==> src/rtl/sd_seq_pkg.sv <==
// Package: shared encodings of the command issue sequencer.
// Assumes: response kind and result codes match the brief's R4 and R11 values.
package sd_seq_pkg;
    typedef enum logic [1:0] {
        RSP_NONE       = 2'd0,
        RSP_LONG       = 2'd1,
        RSP_SHORT      = 2'd2,
        RSP_SHORT_BUSY = 2'd3
    } rsp_kind_t;

    typedef enum logic [1:0] {
        RES_OK      = 2'd0,
        RES_TIMEOUT = 2'd1,
        RES_COMM    = 2'd2
    } result_t;

    typedef enum logic [2:0] {
        ST_IDLE,
        ST_WAIT_FREE,
        ST_ISSUE,
        ST_WAIT_STAT,
        ST_FINISH
    } state_t;

    localparam int FLAG_W = 5;
endpackage

==> src/rtl/sd_seq_limit.sv <==
// Module: adaptive free-line wait limit.
// Keeps a limit that survives between commands and a per-command tick count.
// Assumes: restart never coincides with busy; LIMIT_INIT <= LIMIT_MAX.
module sd_seq_limit #(
    parameter int LIMIT_INIT = 100,
    parameter int LIMIT_MAX  = 3200,
    parameter int TW         = 13
) (
    input  logic          clk,
    input  logic          rst_n,
    input  logic          restart,
    input  logic          busy,
    input  logic          tick,
    output logic          grow,
    output logic          give_up,
    output logic [TW-1:0] limit_q
);
    logic [TW-1:0] wait_q;
    logic          expired;
    logic          can_grow;

    assign expired  = busy && (wait_q >= limit_q);
    assign can_grow = ((limit_q << 1) <= TW'(LIMIT_MAX));
    assign grow     = expired && can_grow;
    assign give_up  = expired && !can_grow;

    // Limit register: doubles on each expiry that still fits under the ceiling.
    always_ff @(posedge clk) begin
        if (!rst_n)
            limit_q <= TW'(LIMIT_INIT);
        else if (grow)
            limit_q <= limit_q << 1;
    end

    // Wait counter: cleared per command, counts ticks while lines are busy.
    always_ff @(posedge clk) begin
        if (!rst_n || restart)
            wait_q <= '0;
        else if (busy && tick && (wait_q != '1))
            wait_q <= wait_q + 1'b1;
    end

    p_limit_bounds_r2: assert property (@(posedge clk) disable iff (!rst_n)
        (limit_q >= TW'(LIMIT_INIT)) && (limit_q <= TW'(LIMIT_MAX)));
    p_limit_double_r2: assert property (@(posedge clk) disable iff (!rst_n)
        grow |=> (limit_q == ($past(limit_q) << 1)));
    p_limit_keep_r3: assert property (@(posedge clk) disable iff (!rst_n)
        restart |=> (limit_q == $past(limit_q)));
endmodule

==> src/rtl/sd_seq_flags.sv <==
// Module: command flag and completion-mask builder (combinational).
// Assumes: inputs come from the latched request and stay stable during a command.
module sd_seq_flags
    import sd_seq_pkg::*;
#(
    parameter int STOP_IDX   = 12,
    parameter int TUNE_IDX_A = 19,
    parameter int TUNE_IDX_B = 21
) (
    input  logic [5:0]        idx,
    input  rsp_kind_t         kind,
    input  logic              crc_chk,
    input  logic              idx_chk,
    input  logic              data,
    output logic [FLAG_W-1:0] flags,
    output logic              need_rsp,
    output logic              need_end,
    output logic              need_avail,
    output logic              watch_data_line
);
    logic tune;

    // Decode special indices and assemble flags and the completion mask.
    always_comb begin
        tune            = (idx == 6'(TUNE_IDX_A)) || (idx == 6'(TUNE_IDX_B));
        flags           = {data || tune, idx_chk, crc_chk, kind};
        need_rsp        = !tune;
        need_avail      = tune;
        need_end        = (kind == RSP_SHORT_BUSY) && data;
        watch_data_line = data && (idx != 6'(STOP_IDX));
    end
endmodule

==> src/rtl/sd_seq_rsp_fmt.sv <==
// Module: realigns a 136-bit response whose CRC byte was stripped.
// Assumes: word k of raw sits at bits [32k+31:32k].
module sd_seq_rsp_fmt #(
    parameter int WORDS = 4
) (
    input  logic [32*WORDS-1:0] raw,
    input  logic                long_rsp,
    output logic [32*WORDS-1:0] words
);
    for (genvar n = 0; n < WORDS; n++) begin : g_word
        localparam int SRC = WORDS - 1 - n;
        if (n < WORDS - 1) begin : g_mid
            // Shift the source word up a byte and pull in the next word's top byte.
            assign words[32*n +: 32] = long_rsp ?
                {raw[32*SRC +: 24], raw[32*(SRC-1) + 24 +: 8]} :
                ((n == 0) ? raw[31:0] : 32'h0);
        end else begin : g_last
            // The lowest source word has no lower neighbour.
            assign words[32*n +: 32] = long_rsp ? {raw[32*SRC +: 24], 8'h00} :
                                       ((n == 0) ? raw[31:0] : 32'h0);
        end
    end
endmodule

==> src/rtl/sd_cmd_issue_seq.sv <==
// Module: SD command issue sequencer (top).
// Waits for free lines, issues one command, waits for completion status and
// reports ok / timeout / comm error. Time is counted in ms_tick pulses.
// Assumes: status inputs are level bits held by the status register until cleared.
module sd_cmd_issue_seq
    import sd_seq_pkg::*;
#(
    parameter int LIMIT_INIT  = 100,
    parameter int LIMIT_MAX   = 3200,
    parameter int RSP_TIMEOUT = 1000,
    parameter int STOP_IDX    = 12,
    parameter int TUNE_IDX_A  = 19,
    parameter int TUNE_IDX_B  = 21
) (
    input  logic         clk,
    input  logic         rst_n,
    input  logic         ms_tick,
    input  logic         req_valid,
    input  logic [5:0]   req_index,
    input  logic [31:0]  req_arg,
    input  logic [1:0]   req_rsp_type,
    input  logic         req_crc_chk,
    input  logic         req_idx_chk,
    input  logic         req_data,
    input  logic         cmd_inhibit,
    input  logic         data_inhibit,
    input  logic         sts_rsp_done,
    input  logic         sts_data_end,
    input  logic         sts_data_avail,
    input  logic         sts_error,
    input  logic         sts_timeout,
    input  logic [127:0] raw_rsp,
    output logic         status_clear,
    output logic         issue_valid,
    output logic [5:0]   issue_index,
    output logic [31:0]  issue_arg,
    output logic [4:0]   issue_flags,
    output logic         done,
    output logic [1:0]   result,
    output logic [127:0] rsp_words,
    output logic         rst_cmd_line,
    output logic         rst_data_line
);
    localparam int TW = $clog2(2 * LIMIT_MAX + 1) + 1;
    localparam int RW = $clog2(RSP_TIMEOUT + 1) + 1;

    state_t      state_q;
    logic [5:0]  idx_q;
    logic [31:0] arg_q;
    rsp_kind_t   kind_q;
    logic        crc_q, ichk_q, data_q;
    logic [RW-1:0] rsp_t_q;
    result_t     res_q;
    logic        fail_q;
    logic [127:0] rsp_q;

    logic [FLAG_W-1:0] flags;
    logic need_rsp, need_end, need_avail, watch_data_line;
    logic lines_free, met, grow, give_up;
    logic [TW-1:0] limit_q;
    logic [127:0] fmt_words;

    sd_seq_flags #(
        .STOP_IDX(STOP_IDX), .TUNE_IDX_A(TUNE_IDX_A), .TUNE_IDX_B(TUNE_IDX_B)
    ) u_flags (
        .idx(idx_q), .kind(kind_q), .crc_chk(crc_q), .idx_chk(ichk_q), .data(data_q),
        .flags(flags), .need_rsp(need_rsp), .need_end(need_end),
        .need_avail(need_avail), .watch_data_line(watch_data_line)
    );

    assign lines_free = !cmd_inhibit && !(watch_data_line && data_inhibit);

    sd_seq_limit #(
        .LIMIT_INIT(LIMIT_INIT), .LIMIT_MAX(LIMIT_MAX), .TW(TW)
    ) u_limit (
        .clk(clk), .rst_n(rst_n),
        .restart((state_q == ST_IDLE) && req_valid),
        .busy((state_q == ST_WAIT_FREE) && !lines_free),
        .tick(ms_tick), .grow(grow), .give_up(give_up), .limit_q(limit_q)
    );

    sd_seq_rsp_fmt #(.WORDS(4)) u_fmt (
        .raw(raw_rsp), .long_rsp(kind_q == RSP_LONG), .words(fmt_words)
    );

    assign met = (!need_rsp   || sts_rsp_done) &&
                 (!need_end   || sts_data_end) &&
                 (!need_avail || sts_data_avail);

    // Sequencer: request latch, free-line wait, issue, status wait, report.
    always_ff @(posedge clk) begin
        if (!rst_n) begin
            state_q <= ST_IDLE;
            idx_q   <= '0;
            arg_q   <= '0;
            kind_q  <= RSP_NONE;
            crc_q   <= 1'b0;
            ichk_q  <= 1'b0;
            data_q  <= 1'b0;
            rsp_t_q <= '0;
            res_q   <= RES_OK;
            fail_q  <= 1'b0;
            rsp_q   <= '0;
        end else begin
            case (state_q)
                ST_IDLE: if (req_valid) begin
                    idx_q   <= req_index;
                    arg_q   <= req_arg;
                    kind_q  <= rsp_kind_t'(req_rsp_type);
                    crc_q   <= req_crc_chk;
                    ichk_q  <= req_idx_chk;
                    data_q  <= req_data;
                    state_q <= ST_WAIT_FREE;
                end
                ST_WAIT_FREE: if (lines_free || give_up) state_q <= ST_ISSUE;
                ST_ISSUE: begin
                    rsp_t_q <= '0;
                    state_q <= ST_WAIT_STAT;
                end
                ST_WAIT_STAT: begin
                    if (sts_error) begin
                        res_q   <= sts_timeout ? RES_TIMEOUT : RES_COMM;
                        fail_q  <= 1'b1;
                        state_q <= ST_FINISH;
                    end else if (met) begin
                        res_q   <= RES_OK;
                        fail_q  <= 1'b0;
                        rsp_q   <= fmt_words;
                        state_q <= ST_FINISH;
                    end else if (rsp_t_q >= RW'(RSP_TIMEOUT)) begin
                        res_q   <= RES_TIMEOUT;
                        fail_q  <= 1'b1;
                        state_q <= ST_FINISH;
                    end else if (ms_tick) begin
                        rsp_t_q <= rsp_t_q + 1'b1;
                    end
                end
                default: state_q <= ST_IDLE;
            endcase
        end
    end

    // Output decode from the sequencer state and latched request.
    always_comb begin
        issue_valid   = (state_q == ST_ISSUE);
        status_clear  = grow || issue_valid;
        issue_index   = idx_q;
        issue_arg     = arg_q;
        issue_flags   = flags;
        done          = (state_q == ST_FINISH);
        result        = res_q;
        rsp_words     = rsp_q;
        rst_cmd_line  = done && fail_q;
        rst_data_line = done && fail_q;
    end

    p_issue_after_free_r1: assert property (@(posedge clk) disable iff (!rst_n)
        issue_valid |-> $past(!cmd_inhibit || give_up));
    p_done_pulse_r11: assert property (@(posedge clk) disable iff (!rst_n)
        done |=> !done);
    p_fail_resets_r9: assert property (@(posedge clk) disable iff (!rst_n)
        done |-> ((result != RES_OK) == (rst_cmd_line && rst_data_line)));
    p_busy_end_r5: assert property (@(posedge clk) disable iff (!rst_n)
        (done && (result == RES_OK) && need_end) |-> $past(sts_data_end));
endmodule

==> config.mk <==
export PLATFORM = sky130hd
export DESIGN_NAME = sd_cmd_issue_seq
export DESIGN_NICKNAME = d
export VERILOG_FILES = /design/src/rtl/sd_seq_pkg.sv /design/src/rtl/sd_seq_limit.sv /design/src/rtl/sd_seq_flags.sv /design/src/rtl/sd_seq_rsp_fmt.sv /design/src/rtl/sd_cmd_issue_seq.sv
export SDC_FILE = /design/constraint.sdc
export NUM_CORES = 1
export LEC_CHECK = 0
export ABC_AREA = 1
export BUFFER_PORTS_ARGS = -buffer_cell sky130_fd_sc_hd__buf_2
export CAP_MARGIN = 20
export CORE_MARGIN = 3
export CORE_UTILIZATION = 49
export DETAILED_ROUTE_END_ITERATION = 6
export PLACE_DENSITY = 0.81
export SYNTH_ARGS = -nofsm -noshare
export SYNTH_HDL_FRONTEND = slang
export SYNTH_SLANG_ARGS = --single-unit
==> constraint.sdc <==
create_clock -name clk -period 2.2 [get_ports clk]
set_input_delay 0.33 -clock clk [delete_from_list [all_inputs] [get_ports clk]]
set_output_delay 0.33 -clock clk [all_outputs]
set_load 0.02 [all_outputs]
==> impl_metrics.env <==
export IMPL_status="finished with violations"
export IMPL_violations="negative setup slack"
export IMPL_fin_util=0.668
export IMPL_hold_path_class="input port to flop"
export IMPL_fp_row_count=48
export IMPL_cp_required_ns=1.87
export IMPL_num_fill_cells=1496
export IMPL_dp_slack_ns=0.256
export IMPL_wire_per_inst_um=15.1
export IMPL_synth_edf_count=0
export IMPL_period_share=1.05
export IMPL_grt_use_met3=0.0699
export IMPL_grt_busiest_layer="met2"
export IMPL_gr_usage_met1=0.292
export IMPL_tightest_slew_ns=0.722
export IMPL_routed_wirelength_um=26800
export IMPL_total_power_w=0.00940
export IMPL_cts_tree="done"
export IMPL_maxSlewHeadroom=0.517
export IMPL_drcViolationCount=0
export IMPL_drv_slew=0
export IMPL_coreArea_mm2=0.0175
export IMPL_drv_cap=0
export IMPL_vias=9077
export IMPL_setup_viol=1
export IMPL_first_global_vias=8285
export IMPL_worst_path_max_fanout=3
export IMPL_dp_cells=1731
export IMPL_p_per_area_mw_per_mm2=803
export IMPL_dieArea_mm2=0.0198
export IMPL_ys_async_sr_fraction=0
export IMPL_root_buffer="clkbuf_16"
export IMPL_cts_max_level=1
export IMPL_fin_crit_ns=2.31
export IMPL_p_leak_nw=5.43
export IMPL_die_h_um=141
export IMPL_design_area_mm2=0.0117
export IMPL_yosysSeqAreaShare=0.463
export IMPL_dr_pass1_iters=7
export IMPL_synthToLayoutAreaGrowth_pct=31.4
export IMPL_netlist_area_mm2=0.00891
export IMPL_cp_data_arrival_time_ns=1.98
export IMPL_drt_iter0_markers=558
export IMPL_fin_cells=1780
export IMPL_clk_latency_ns=0.50
export IMPL_hold_viol=0
export IMPL_drive_above_1_share=0.309
export IMPL_yosys_register_bits=206
export IMPL_cts_sinks=206
export IMPL_critPathLaunchType="flop"
export IMPL_rsz0062_at_grt="yes"
export IMPL_initial_core_util=0.508
export IMPL_timing_final_ws_setup_ns=-0.115
export IMPL_track_usage=0.248
export IMPL_gp_congestion=0.866
export IMPL_io_buffer_count=343
export IMPL_end_kind="output port"
export IMPL_use_met2=0.428
export IMPL_fmax_mhz=432
export IMPL_skew_ns=0.0131
export IMPL_dpl_hpwl_um=18300
export IMPL_synth_ff_type="dfxtp_1"
export IMPL_dieWidth_um=141
export IMPL_peakVddDrop_uv=708
export IMPL_grt_max_degree=121
export IMPL_cts_buffers=23
export IMPL_nets=1740
export IMPL_ios=360
export IMPL_avgSynthCellArea_um2=7.25
export IMPL_postRouteAntennaNets=0
export IMPL_antenna_found_initial=2
export IMPL_gr_total_overflow=0
export IMPL_syn_inst=1229
export IMPL_clkTransAtPathRegs_ns=0.06
export IMPL_viasPerCell=5.10
export IMPL_dpl_cell_area_mm2=0.0106
export IMPL_yosysWarnings=0
export IMPL_cts_max_path_buffers=3
export IMPL_grt_pass1_wl_um=41000
export IMPL_path_class="flop to output port"
export IMPL_antenna_cells=0
export IMPL_synth_cell_types=28
routing by layer:
metal	vias up	routed length (µm)
met3	80	1910
met5	-	21
met1	4135	10300
met2	298	13400
li1	4560	-
met4	4	1150
placed cells by master (no fill, tap or decap), drive strengths merged:
cell type,n
nand4,8
nand2,295
nor2,109
clkinv,3
xor2,13
buf,370
a21o,1
clkbuf,36
inv,101
conb,8
ha,16
nand3,124
nor3,8
a21oi,168
xnor2,4
and2,1
nand3b,1
dfxtp,206
or2,1
o21bai,1
o21ai,81
cells in the mapped netlist (all sizes together) (4+ instances only):
cell type  instances  area share
xnor2              4      0.0039
nand2            295        0.12
nor2             109       0.048
nand3            124       0.070
xor2              13       0.013
ha                16       0.022
clkbuf            42       0.018
nor3               8      0.0045
inv              101       0.043
dfxtp            206        0.46
o21ai             81       0.045
buf               47       0.040
nand4              8      0.0056
a21oi            168       0.094
worst paths after layout:
check / start / endpoint / slack (ns) / depth (start not counted)
min: raw_rsp[46] / rsp_words[86] / 0.09 / 3
max: u_limit.limit_q[13] / status_clear / -0.11 / 9
min reg2reg: issue_arg[24] / issue_arg[24] / 0.44 / 2
max reg2reg: issue_index[0] / rsp_words[59] / 0.32 / 11
sequential cells by signal, summed over array words and instances, names as in the netlist:
| signal | flops |
|---|---|
| state_q | 3 |
| fail_q | 1 |
| ichk_q | 1 |
| rsp_words | 120 |
| u_limit.wait_q | 14 |
| rsp_t_q | 11 |
| issue_arg | 32 |
| result | 2 |
| crc_q | 1 |
| issue_index | 6 |
| data_q | 1 |
| u_limit.limit_q | 12 |
| kind_q | 2 |
cell families after synthesis:
kind of cell    Yosys count  synth area share
simple gates            547             0.255
compound gates          251             0.142
flops                   206             0.463
buf+inv                 191             0.101
xor+xnor                 17            0.0167
fa+ha+maj                16            0.0225
other cells               1          0.000421
worst max-delay path: stages (launching register included):
cell and delay [ns]:
dfxtp_2 0.32, inv_2 0.04, ha_4 0.25, a21oi_1 0.19, nand2_1 0.12, nor2_2 0.16, nand3_2 0.13, nand2_4 0.10
nand2_2 0.05, buf_6 0.12
what timing repair did:
| item | in CTS | in global routing |
|---|---|---|
| buffers inserted | 5 | 5 |
| setup endpoints to repair | 1 | 3 |
| gates resized for setup | 43 | 31 |
| hold buffers | 0 | 0 |
| hold endpoints to repair | 0 | 0 |
| pin swaps | 16 | 20 |
power by group:
group	switching, W	total [W]	internal [W]
Sequential	0.000116	0.00405	0.00393
Combinational	0.00113	0.00166	0.000536
Clock	0.00148	0.00369	0.00221
Total	0.00272	0.00940	0.00668
layout make-up:
type,instances,area [µm²],area share
clock buffer,36,714,0.0610
clock inverter,2,13.8,0.00118
inverter,102,388,0.0331
multi-input combinational,839,4140,0.354
sequential,206,4160,0.355
tap,225,282,0.0240
timing repair buffer,370,2010,0.172
stage by stage:
step / setup TNS [ns] / hold slack (ns)
final: -0.115 / 0.0852
after global routing: -0.217 / 0.0860
after CTS: -0.00569 / 0.0755
after detailed placement: 0 / 0.432
after global placement: 0 / 0.429
after floorplan: 0 / 0.418
No activity file was read; power rests on OpenSTA's default activity.
